## config.mk

```make
export PLATFORM = sky130hd
export DESIGN_NAME = tmr_compare_out
export DESIGN_NICKNAME = d
export VERILOG_FILES = /design/src/rtl/tmr_pkg.sv /design/src/rtl/tmr_counter.sv /design/src/rtl/tmr_match.sv /design/src/rtl/tmr_pin_ctrl.sv /design/src/rtl/tmr_compare_out.sv
export SDC_FILE = /design/constraint.sdc
export NUM_CORES = 1
export LEC_CHECK = 0
export BUFFER_PORTS_ARGS = -buffer_cell sky130_fd_sc_hd__buf_2
export CORE_ASPECT_RATIO = 0.5
export CORE_MARGIN = 5
export CORE_UTILIZATION = 40
export DETAILED_ROUTE_END_ITERATION = 16
export MAX_ROUTING_LAYER = met4
export SYNTH_ARGS = -nofsm -noshare
export SYNTH_HDL_FRONTEND = slang
export SYNTH_SLANG_ARGS = --single-unit
```

## constraint.sdc

```tcl
create_clock -name clk -period 1.4 [get_ports clk]
set_clock_uncertainty 0.1 [all_clocks]
set_input_delay 0.07 -clock clk [delete_from_list [all_inputs] [get_ports clk]]
set_output_delay 0.07 -clock clk [all_outputs]
set_load 0.02 [all_outputs]
```

## src/rtl/tmr_pkg.sv

```systemverilog
package tmr_pkg;

    typedef enum logic [1:0] {
        ACT_HOLD = 2'b00,
        ACT_LOW  = 2'b01,
        ACT_HIGH = 2'b10,
        ACT_FLIP = 2'b11
    } pin_act_e;

    typedef enum logic [1:0] {
        REG_COUNT = 2'd0,
        REG_CMPA  = 2'd1,
        REG_CMPB  = 2'd2,
        REG_CTRL  = 2'd3
    } reg_sel_e;

    // Packed so that sel_b lands in bits 3:2 and sel_a in bits 1:0.
    typedef struct packed {
        pin_act_e sel_b;
        pin_act_e sel_a;
    } sel_pair_t;

endpackage

```

## src/rtl/tmr_counter.sv

```systemverilog
module tmr_counter #(
    parameter int W = 8
) (
    input  logic         clk,
    input  logic         rst_n,
    input  logic         inc,
    input  logic         load,
    input  logic [W-1:0] load_val,
    output logic [W-1:0] cnt
);

    typedef struct packed {
        logic [W-1:0] cnt;
    } cnt_state_t;

    cnt_state_t st_d, st_q;

    always_comb begin
        st_d = st_q;
        if (load) begin
            st_d.cnt = load_val;
        end else if (inc) begin
            st_d.cnt = st_q.cnt + 1'b1;
        end
    end

    always_ff @(posedge clk or negedge rst_n) begin
        if (!rst_n) begin
            st_q <= '0;
        end else begin
            st_q <= st_d;
        end
    end

    assign cnt = st_q.cnt;

endmodule

```

## src/rtl/tmr_match.sv

```systemverilog
module tmr_match #(
    parameter int W = 8
) (
    input  logic         en,
    input  logic [W-1:0] cnt,
    input  logic [W-1:0] ref_val,
    output logic         hit
);

    always_comb begin
        hit = en && (cnt == ref_val);
    end

endmodule

```

## src/rtl/tmr_pin_ctrl.sv

```systemverilog
module tmr_pin_ctrl
    import tmr_pkg::*;
(
    input  logic      clk,
    input  logic      rst_n,
    input  logic      hit_a,
    input  logic      hit_b,
    input  sel_pair_t sel,
    input  logic      trig_en,
    output logic      pin,
    output logic      adc_pulse
);

    typedef struct packed {
        logic out;
        logic pulse;
    } pin_state_t;

    pin_state_t st_d, st_q;
    pin_act_e   act;

    always_comb begin
        // Channel B overrides channel A whenever it matches.
        if (hit_b) begin
            act = sel.sel_b;
        end else if (hit_a) begin
            act = sel.sel_a;
        end else begin
            act = ACT_HOLD;
        end

        st_d = st_q;
        case (act)
            ACT_LOW:  st_d.out = 1'b0;
            ACT_HIGH: st_d.out = 1'b1;
            ACT_FLIP: st_d.out = ~st_q.out;
            default:  st_d.out = st_q.out;
        endcase
        st_d.pulse = hit_a && trig_en;
    end

    always_ff @(posedge clk or negedge rst_n) begin
        if (!rst_n) begin
            st_q <= '0;
        end else begin
            st_q <= st_d;
        end
    end

    assign pin       = (sel != '0) && st_q.out;
    assign adc_pulse = st_q.pulse;

endmodule

```

## src/rtl/tmr_compare_out.sv

```systemverilog
module tmr_compare_out
    import tmr_pkg::*;
#(
    parameter int W            = 8,
    parameter bit TRIG_CAPABLE = 1'b1
) (
    input  logic         clk,
    input  logic         rst_n,
    input  logic         cnt_en,
    input  logic         wr_en,
    input  logic [1:0]   addr,
    input  logic [W-1:0] wdata,
    output logic [W-1:0] rdata,
    output logic         tmo,
    output logic         adc_start
);

    localparam int NUM_CH    = 2;
    localparam int CTRL_BITS = 5;
    localparam int PAD_BITS  = W - CTRL_BITS;

    typedef struct packed {
        logic [W-1:0] cmp_a;
        logic [W-1:0] cmp_b;
        sel_pair_t    sel;
        logic         trig;
    } regs_t;

    regs_t        regs_d, regs_q;
    reg_sel_e     acc_sel;
    logic         cnt_load;
    logic [W-1:0] cnt_q;
    logic [W-1:0] cmp_vals [NUM_CH];
    logic [NUM_CH-1:0] hit;
    logic [3:0]   sel_bits;
    logic         trig_eff;
    logic         flag_rd;

    assign acc_sel  = reg_sel_e'(addr);
    assign cnt_load = wr_en && (acc_sel == REG_COUNT);

    always_comb begin
        regs_d = regs_q;
        if (wr_en) begin
            case (acc_sel)
                REG_CMPA: regs_d.cmp_a = wdata;
                REG_CMPB: regs_d.cmp_b = wdata;
                REG_CTRL: begin
                    regs_d.sel  = sel_pair_t'(wdata[3:0]);
                    regs_d.trig = wdata[4] && TRIG_CAPABLE;
                end
                default: ;
            endcase
        end
    end

    always_ff @(posedge clk or negedge rst_n) begin
        if (!rst_n) begin
            regs_q <= '0;
        end else begin
            regs_q <= regs_d;
        end
    end

    tmr_counter #(.W(W)) u_counter (
        .clk      (clk),
        .rst_n    (rst_n),
        .inc      (cnt_en),
        .load     (cnt_load),
        .load_val (wdata),
        .cnt      (cnt_q)
    );

    assign cmp_vals[0] = regs_q.cmp_a;
    assign cmp_vals[1] = regs_q.cmp_b;

    for (genvar g = 0; g < NUM_CH; g++) begin : g_cmp
        tmr_match #(.W(W)) u_match (
            .en      (cnt_en),
            .cnt     (cnt_q),
            .ref_val (cmp_vals[g]),
            .hit     (hit[g])
        );
    end

    if (TRIG_CAPABLE) begin : g_trig
        assign trig_eff = regs_q.trig;
        assign flag_rd  = regs_q.trig;
    end else begin : g_no_trig
        assign trig_eff = 1'b0;
        assign flag_rd  = 1'b1;
    end

    assign sel_bits = regs_q.sel;

    tmr_pin_ctrl u_pin (
        .clk       (clk),
        .rst_n     (rst_n),
        .hit_a     (hit[0]),
        .hit_b     (hit[1]),
        .sel       (regs_q.sel),
        .trig_en   (trig_eff),
        .pin       (tmo),
        .adc_pulse (adc_start)
    );

    always_comb begin
        case (acc_sel)
            REG_COUNT: rdata = cnt_q;
            REG_CMPA:  rdata = regs_q.cmp_a;
            REG_CMPB:  rdata = regs_q.cmp_b;
            default:   rdata = {{PAD_BITS{1'b0}}, flag_rd, regs_q.sel};
        endcase
    end

endmodule

```

Word-level counts from Yosys, hierarchy flattened
Index checks and enable logic that the tools add are counted.
- register bits after elaboration: 31
- add/sub/neg operators: 1
- equality and inequality tests: 8
- muxes and demuxes: 6
- bitwise gates (word level): 1
- reduce and logical (&&, ||, !) cells: 12
- operators by type and width (operator ; number):
    case mux 8 bit (3 select lines) ; 1
    equality test 8 bit ; 2
    2-to-1 mux 8 bit ; 2
    adder 8 x 1 -> 8 bit, second input constant ; 1
    equality test 2 bit, second input constant ; 4
    AND reduction 2 bit ; 3
    logical AND 1 bit ; 5
    equality test 2 x 1 -> 1 bit, second input constant ; 2
    2-to-1 mux 2 bit ; 2
    nonzero test 4 bit ; 1
    case mux 1 bit (3 select lines) ; 1
    nonzero test 3 bit ; 1
    logical NOT 2 bit ; 1
    nonzero test 2 bit ; 1
    inverter 1 bit ; 1

Depth between registers and ports, before layout
Gate-level depths: netlist of run 1.
- depth in word-level cells: 6
- mapped depth: 6

Modules after synthesis
A second synthesis of run 1 with hierarchy kept.
- cells, all modules: 142
- area total of the unflattened synthesis: 1766.7 µm²
- modules (own cells, without submodules) (module ; times used ; cells each ; area each (µm²) ; sequential area each (µm²)):
    tmr_compare_out ; 1 ; 60 ; 1022.2 ; 525.5
    tmr_counter ; 1 ; 49 ; 450.4 ; 200.2
    tmr_match ; 2 ; 12 ; 95.1 ; 0.0
    tmr_pin_ctrl ; 1 ; 9 ; 103.8 ; 50.0

Worst setup path before layout of run 1
No wires, ideal clock.
- path kind: reg-to-reg
- from: reg u_counter.st_q, in the netlist u_counter.cnt[1]
- to: reg u_pin.st_q[1] (netlist name)
- arrival time: 1.264 ns
- data required time: 1.175 ns
- setup slack: -0.089 ns
- stages on the path, launching flop included: 7
- buffers on the path: 1
- path through: dfrtp_1 -> buf_6 -> xnor2_1 -> nand4_1 -> o41ai_2 -> a21boi_1 -> mux2i_1
- cells in the longest elaborated chain, start to end: 6
- elaborated cells between the ends (all ways): 11
- those cells by class: eq/ne: 5; mux: 3; reduce/logical: 3
- RTL lines (what ; RTL line ; text):
    from (decl) ; tmr_counter.sv:16 ; cnt_state_t st_d, st_q;
    from (signal assigned) ; tmr_counter.sv:31 ; st_q <= st_d;
    equality test 8 bit ; tmr_match.sv:11 ; hit = en && (cnt == ref_val);
    logical AND 1 bit ; tmr_match.sv:11 ;
    2-to-1 mux 2 bit ; tmr_pin_ctrl.sv:26 ; end else if (hit_a) begin
    2-to-1 mux 2 bit (*) ; tmr_pin_ctrl.sv:24 ; if (hit_b) begin
    equality test 2 bit / equality test 2 x 1 -> 1 bit (equally long branches) ; tmr_pin_ctrl.sv:33 ; case (act)
    case mux 1 bit (3 select lines) / nonzero test 3 bit (equally long branches) ; - ;
    to (signal assigned) ; tmr_pin_ctrl.sv:46 ; st_q <= st_d;
    to (decl) ; tmr_pin_ctrl.sv:19 ; pin_state_t st_d, st_q;
Every way passes the cells marked *; elsewhere a longest branch is shown, timed or not.
A chain may end at the register's enable or synchronous reset.

Final worst setup path of run 1
Ends and elaborated chain as after synthesis.

==> flow_summary.yaml, run 1 <==
floorplan:
  coreArea_mm2: 0.00438
  start_util: 0.411
  die_y_um: 57.4
  die_x_um: 105
  dieArea_mm2: 0.00602
  pin_count: 24
  row_count: 17
route:
  wl_mm: 4.48
  drc_errors: 0
  vias_per_cell: 5.07
  vias: 1365
  first_pass_iters: 4
  dr.first_iter.drc_count: 66
  wire_per_inst_um: 16.7
  ant_nets: 0
placed_design:
  place_congestion: 0.803
  preCtsSetupSlack_ns: -0.164
  dp_hpwl_mm: 3.21
  port_buffers: 23
setup_path:
  cp-startpoint: "u_counter.cnt[1]"
  crit_path_end_kind: "flip-flop"
  cp_max_fo: 3
  worstPathArrival_ns: 1.73
  timing.rr.start: "u_counter.cnt[1]"
  path_class: "flip-flop to flip-flop"
  startpoint_type: "flip-flop"
  crit_required_ns: 1.51
outcome:
  failed_checks: "setup timing"
  status: "finished with violations"
synth:
  synthTopCellsByArea: "dfrtp_1, mux2_2, xor2_1, mux4_2, nand2_1"
  synthMuxAreaShare: 0.222
  synthArstFlopShare: 1.00
  synth-seq-cells: 31
  synth_fp_nets: 163
  synthCells: 148
  avgSynthCellArea_um2: 12.2
  synth_top_family_by_area: "multiplexers"
  syn_area_mm2: 0.00180
  synth_ff_type: "dfrtp_1"
  ys_warn_count: 0
  yosys.area_share.simple: 0.106
  synth_edf_count: 0
  synth-seq-area-share: 0.431
  synth_top_area_share: 0.431
  synthDistinctLibCells: 30
  synthAdderAreaFrac: 0.00695
  synth_compound_area_frac: 0.0466
  synth_xor_area_frac: 0.141
  yosysTopAreaCell: "dfrtp_1"
power:
  sw_frac_of_total: 0.346
  clockPowerShare: 0.181
  finalPower_mw: 3.80
  p_per_area_mw_per_mm2: 1560
  pwr-share-seq: 0.356
  p_comb_frac: 0.462
  ir_worst_vdd_mv: 0.519
  p_sw_mw: 1.32
  power.internal_mw: 2.49
  leakagePower_nw: 1.08
timing:
  period_needed_ns: 1.62
  hold_ws_ns: 0.0570
  slew_viol_final: 0
  max_clock_freq_mhz: 619
  setup_viol: 12
  fin_ws_ns: -0.216
  worstMarginPinSlew_ns: 0.407
  finalHoldViolCount: 0
  relSlewSlack: 0.729
  rsz0062_at_grt: "true"
  post-route-period-util: 1.15
grt:
  grtUsageTotal: 0.170
  antenna_found_initial: 0
  grt_pass1_vias: 1497
  grt_pass1_wl_mm: 7.71
  grt_max_degree: 32
  grt_overflow_total: 0
finish:
  fin_nets: 226
  final_common_cell: "dfrtp_1"
  diodes: 0
  drive_gt1_frac: 0.476
  fin_util: 0.555
  area_growth_pct: 35.3
  final_cell_mix: "dfrtp_1, buf_4, mux2_2"
cts:
  insertion_delay_ns: 0.28
  clk_path_buf_depth: 2
  numCtsBuffers: 5
  cts.clk_slew.worst_paths_ns: 0.07
  cts_tree: "done"
  cts-root-buf: "clkbuf_8"
  clkSinkCount: 31
  htreeDepth: 2
hold_path:
  min-delay-start: "cnt_en"
  hp-class: "input pin to flip-flop"
flow_run:
  cap_violations: 0
==> cells in the mapped netlist, types with 3 or more instances <==
master,n
xnor2_1,6
mux4_2,5
dfrtp_1,31
xor2_1,13
o21ai_0,9
mux2i_1,5
nand2_1,15
nand4_1,5
mux2_2,21
buf_6,3
nor4_1,4
inv_1,4
buf_2,4
==> worst paths after layout <==
check | slack (ns) | depth (start not counted) | end
max | -0.22 | 6 | u_pin.st_q[1]
min | 0.06 | 3 | u_pin.st_q[1]
max reg2reg | -0.22 | 6 | u_pin.st_q[1]
min reg2reg | 0.46 | 2 | u_pin.adc_pulse
max in group asynchronous | 0.64 | 3 | u_counter.cnt[6]
min in group asynchronous | 0.24 | 3 | cmp_vals[0]
==> worst max-delay path, cell delays in order, from the launching register on <==
cell      delay, ns
dfrtp_1        0.40
buf_4          0.14
xnor2_1        0.14
nand4_1        0.20
nor4_1         0.34
a21boi_2       0.09
mux2i_1        0.13
==> sequential cells by signal (all words and copies together), names as in the netlist <==
| name | flops |
|---|---|
| cmp_vals | 16 |
| flag_rd | 1 |
| regs_q | 4 |
| u_counter.cnt | 8 |
| u_pin.adc_pulse | 1 |
| u_pin.st_q | 1 |
==> through the flow <==
| stage | setup TNS, ns | instance area, um2 | cells |
|---|---|---|---|
| after detailed placement | -0.299 | 2110 | 242 |
| final | -1.50 | 2430 | 269 |
| after global placement | -0.244 | 2110 | 242 |
| after floorplan | -0.0652 | 1810 | 148 |
| after global routing | -2.56 | 2430 | 269 |
| after CTS | -1.47 | 2390 | 266 |
==> cell families (layout without fill, tap and decap cells) <==
logic type | Yosys count | after routing
AO/OA/AOI/OAI | 14 | 14
XOR/XNOR | 23 | 23
adder cells (fa/ha/maj) | 1 | 1
buffers and inverters | 13 | 77
flip-flops | 31 | 31
multiplexers | 31 | 31
AND/OR/NAND/NOR | 35 | 35
==> power groups by stage <==
stage	registers, mW	clock network (mW)	logic, mW
3_5_place_dp	1.37	0	1.40
3_3_place_gp	1.35	0	1.39
4_1_cts	1.34	0.698	1.65
6_report	1.36	0.689	1.76
2_1_floorplan	1.29	0	1.07
5_1_grt	1.39	0.752	1.90
==> metal layers <==
metal,up-vias,global-route usage,part of all wire
met2,28,0.260,0.47
met1,686,0.226,0.48
met5,-,-,0
li1,644,-,-
met3,7,0.0418,0.046
met4,0,0.0474,0.011
==> repair_timing <==
item,CTS,global route
hold endpoints to repair,60,0
hold buffers,9,0
setup endpoints to repair,13,17
setup buffers,7,3
pin swaps,3,3
resized for setup,18,10
==> final cells by class <==
cell class / instances / area (um2)
inverters: 4 / 15.0
fillers: 394 / 1950
clock buffers: 7 / 76.3
well taps: 57 / 71.3
flip-flops and latches: 31 / 778
multi-input cells: 104 / 962
clock inverters: 1 / 5.00
repair buffers: 65 / 526
Power figures use the tool's default switching activity.
==> inputs of run 2 (changes only) <==
GPL_TIMING_DRIVEN = 0   (was default)
==> run 2 against run 1 <==
The run still ends with setup timing left. Sequential power about the same. Die area unchanged. Register-to-register slack gained 0.04 ns. Setup slack improved by 0.010 ns. Wire length is 5.5% lower. Core utilization fell by 0.91 points. Critical path type is now flip-flop to output pin. Largest power group unchanged.
==> flow_summary.yaml, run 2 (synthesis results as in run 1) <==
placed_design:
  preCtsSetupSlack_ns: -0.221
  placedInstanceArea_mm2: 0.00199
  dp_hpwl_mm: 2.82
  dp.cells: 227
  place_congestion: 0.762
  port_buffers: 22
finish:
  diodes: 0
  final_common_cell: "dfrtp_1"
  drive_gt1_frac: 0.490
  fin_nets: 214
  stdcell_count: 257
  largest_reg_flops: 16
  final_area_mm2: 0.00239
  register_area_um2: 781
  fill_cells: 367
  multi_input_area_mm2: 0.00101
  final_cell_mix: "dfrtp_1, mux2_2, buf_2"
  area_growth_pct: 33.0
power:
  p_per_area_mw_per_mm2: 1640
  ir_worst_vdd_mv: 0.565
  leakagePower_nw: 1.03
  finalPower_mw: 3.94
route:
  dr.first_iter.drc_count: 53
  wire_per_inst_um: 16.5
  drc_errors: 0
  vias: 1300
  ant_nets: 0
  first_pass_iters: 4
  wl_mm: 4.24
  vias_per_cell: 5.06
floorplan:
  die_x_um: 105
  start_util: 0.411
  die_y_um: 57.4
  dieArea_mm2: 0.00602
  coreArea_mm2: 0.00438
  row_count: 17
  pin_count: 24
hold_path:
  hp-class: "input pin to flip-flop"
  min-delay-start: "addr[0]"
  min_to: "u_counter.cnt[4]"
  hold_path_depth: 3
grt:
  antenna_found_initial: 0
  grt_max_degree: 32
  grt_pass1_wl_mm: 6.79
  grtUsageTotal: 0.154
  grt_overflow_total: 0
  grt_pass1_vias: 1298
timing:
  max_clock_freq_mhz: 623
  slew_viol_final: 0
  rsz0062_at_grt: "true"
  finalHoldViolCount: 0
  setup_viol: 9
  relSlewSlack: 0.535
  period_needed_ns: 1.61
  worstMarginPinSlew_ns: 0.698
  post-route-period-util: 1.15
  fin_ws_ns: -0.206
setup_path:
  worstPathArrival_ns: 1.44
  crit_path_end_kind: "output pin"
  cp_max_fo: 4
  r2r_end: "u_pin.st_q[1]"
  timing.rr.start: "u_counter.cnt[6]"
  startpoint_type: "flip-flop"
  reg2reg_depth: 6
  r2r_setup_slack_ns: -0.18
  path_class: "flip-flop to output pin"
  crit_required_ns: 1.23
cts:
  clkSinkCount: 31
  numCtsBuffers: 5
  cts_tree: "done"
  htreeDepth: 2
  cts-root-buf: "clkbuf_8"
  clk_path_buf_depth: 2
  insertion_delay_ns: 0.29
  cts.clk_slew.worst_paths_ns: 0.06
outcome:
  failed_checks: "setup timing"
  status: "finished with violations"
flow_run:
  cap_violations: 0
==> run 2: cell count changes in the layout (fill, tap and decap cells not counted), sizes merged <==
cell,previous run,this run
buf,56,44
clkbuf,7,8
clkinv,1,0
==> run 2: final cells by class <==
class	count	share of cell area
clock buffers	8	0.0418
multi-input cells	104	0.423
flip-flops and latches	31	0.326
inverters	4	0.00627
plain buffers	8	0.0282
well taps	57	0.0298
repair buffers	45	0.145
==> run 2: what timing repair did <==
action,CTS,global route
buffers inserted,9,5
hold endpoints to repair,60,0
pin swaps,4,7
gates resized for setup,20,13
endpoints found under the setup margin,9,10
hold buffers,9,0
==> run 2: critical path, cell delays in order, from the launching register on <==
cell,delay [ns]
dfrtp_1,0.39
buf_6,0.14
mux4_2,0.47
buf_6,0.15
==> run 2: per-layer routing <==
| metal | GRT usage | wire (um) |
|---|---|---|
| met1 | 0.211 | 2200 |
| met2 | 0.219 | 1830 |
| met3 | 0.0328 | 120 |
| met4 | 0.0656 | 87 |
| met5 | - | 0 |
==> run 2: report_power, final <==
group	leakage (nW)	switching [mW]	internal [mW]	total (mW)
logic	0.607	0.774	1.01	1.79
registers	0.369	0.243	1.12	1.36
clock network	0.0515	0.337	0.448	0.785
==> run 2: stage by stage <==
step	setup TNS, ns	hold WS, ns	util
6_report	-1.12	0.0484	0.546
4_1_cts	-1.04	0.0598	0.534
3_5_place_dp	-0.302	0.0603	0.454
3_3_place_gp	-0.274	0.0519	0.454
5_1_grt	-1.81	0.0552	0.546
2_1_floorplan	-0.0652	-0.326	-
==> run 2: worst max path at each step <==
| stage | startpoint | endpoint | slack, ns | cells past startpoint |
|---|---|---|---|---|
| after floorplan | u_counter.cnt[4] | u_pin.st_q[1] | -0.07 | 6 |
| after global placement | u_counter.cnt[6] | u_pin.st_q[1] | -0.21 | 5 |
| after detailed placement | u_counter.cnt[6] | u_pin.st_q[1] | -0.22 | 5 |
| after CTS | u_counter.cnt[0] | rdata[0] | -0.20 | 3 |
| after global routing | u_counter.cnt[0] | u_pin.st_q[1] | -0.32 | 6 |
| final | u_counter.cnt[0] | rdata[0] | -0.21 | 3 |
==> inputs of run 3 (changes only) <==
RECOVER_POWER = 25   (was default)
==> run 3 against run 2 <==
The flow still finishes with violations (setup timing). Flip-flop and latch count unchanged. Clock-buffer cell count stayed put. Sequential power is essentially flat. Core utilization down 0.20 points. Die area unchanged. Power is essentially flat. Register-to-register slack barely moved. Largest cell class unchanged.
==> flow_summary.yaml, run 3 (synthesis results as in run 1) <==
floorplan:
  die_y_um: 57.4
  coreArea_mm2: 0.00438
  row_count: 17
  pin_count: 24
  start_util: 0.411
  dieArea_mm2: 0.00602
  die_x_um: 105
timing:
  rsz0062_at_grt: "true"
  post-route-period-util: 1.15
  period_needed_ns: 1.61
  max_clock_freq_mhz: 623
  finalHoldViolCount: 0
  slew_viol_final: 0
  worstMarginPinSlew_ns: 0.698
  relSlewSlack: 0.535
  fin_ws_ns: -0.206
  setup_viol: 17
outcome:
  status: "finished with violations"
  failed_checks: "setup timing"
placed_design:
  dp_hpwl_mm: 2.82
  placedInstanceArea_mm2: 0.00199
  place_congestion: 0.762
  port_buffers: 22
grt:
  grt_pass1_wl_mm: 6.79
  grt_overflow_total: 0
  grtUsageTotal: 0.154
  antenna_found_initial: 0
  grt_pass1_vias: 1298
  grt_max_degree: 32
finish:
  drive_gt1_frac: 0.475
  final_cell_mix: "dfrtp_1, mux2_2, buf_2"
  multi_input_area_mm2: 0.00101
  final_common_cell: "dfrtp_1"
  largest_reg_flops: 16
  fill_cells: 368
  diodes: 0
  final_area_mm2: 0.00238
  fin_nets: 214
  register_area_um2: 781
  area_growth_pct: 32.5
route:
  wire_per_inst_um: 16.5
  drc_errors: 0
  vias: 1306
  wl_mm: 4.25
  ant_nets: 0
  first_pass_iters: 4
  vias_per_cell: 5.08
  dr.first_iter.drc_count: 51
flow_run:
  cap_violations: 0
setup_path:
  r2r_end: "u_pin.st_q[1]"
  path_class: "flip-flop to output pin"
  crit_path_end_kind: "output pin"
  r2r_setup_slack_ns: -0.18
  crit_path_end: "rdata[0]"
  reg2reg_depth: 6
  worstPathArrival_ns: 1.44
  startpoint_type: "flip-flop"
  timing.rr.start: "u_counter.cnt[6]"
  cp-startpoint: "u_counter.cnt[0]"
  crit_required_ns: 1.23
  cp_max_fo: 4
power:
  ir_worst_vdd_mv: 0.564
  leakagePower_nw: 1.02
  finalPower_mw: 3.93
  p_per_area_mw_per_mm2: 1650
cts:
  clkSinkCount: 31
  htreeDepth: 2
  clk_path_buf_depth: 2
  cts-root-buf: "clkbuf_8"
  insertion_delay_ns: 0.29
  cts_tree: "done"
  numCtsBuffers: 5
  cts.clk_slew.worst_paths_ns: 0.06
hold_path:
  hp-class: "input pin to flip-flop"
-- run 3: changes by cell type in the layout (fill, tap and decap cells not counted) --
cell / delta
nand3b_1: +1
clkbuf_1: +2
nand3b_2: -1
buf_4: -1
clkbuf_2: +1
buf_2: -2
-- run 3: how the worst min path moves through the flow --
stage	from	depth (start not counted)	endpoint
3_3_place_gp	rst_n	1	regs_q[4]
3_5_place_dp	rst_n	1	regs_q[4]
6_report	addr[0]	3	u_counter.cnt[4]
4_1_cts	cnt_en	3	u_pin.st_q[1]
5_1_grt	addr[0]	3	u_counter.cnt[4]
2_1_floorplan	rst_n	0	cmp_vals[0]
-- run 3: area by class of cell --
type	count	area share
Multi-Input combinational cell	104	0.423
Sequential cell	31	0.327
Timing Repair Buffer	45	0.144
Clock buffer	8	0.0420
Tap cell	57	0.0299
Buffer	8	0.0273
Inverter	4	0.00630
-- run 3: through the flow --
stage	cells	hold WS [ns]	TNS, ns	util	worst slack, ns
after global placement	227	0.0519	-0.274	0.454	-0.206
after global routing	257	0.0552	-2.26	0.544	-0.317
after detailed placement	227	0.0603	-0.302	0.454	-0.221
after floorplan	148	-0.326	-0.0652	-	-0.0652
after CTS	253	0.0598	-1.04	0.534	-0.205
final	257	0.0503	-1.27	0.544	-0.206
-- run 3: power by group --
group / switching, mW / internal, mW
clock network: 0.337 / 0.448
logic: 0.775 / 1.01
registers: 0.243 / 1.12
total: 1.35 / 2.58
-- run 3: what timing repair did --
action | in CTS | in global routing
setup buffers | 9 | 5
resized for setup | 20 | 13
hold endpoints to repair | 60 | 0
hold buffers | 9 | 0
pin swaps | 4 | 7
endpoints found under the setup margin | 9 | 10
cloned | 0 | 0
-- run 3: critical path: stages (launching register included) --
cell	delay (ns)
dfrtp_1	0.39
buf_6	0.14
mux4_2	0.47
buf_6	0.15
-- run 3: routing by layer --
layer / global-route usage / wire, um / vias up
li1: - / - / 626
met5: - / 0 / -
met3: 0.0328 / 118 / 8
met4: 0.0656 / 89 / 0
met1: 0.211 / 2200 / 653
met2: 0.219 / 1840 / 19
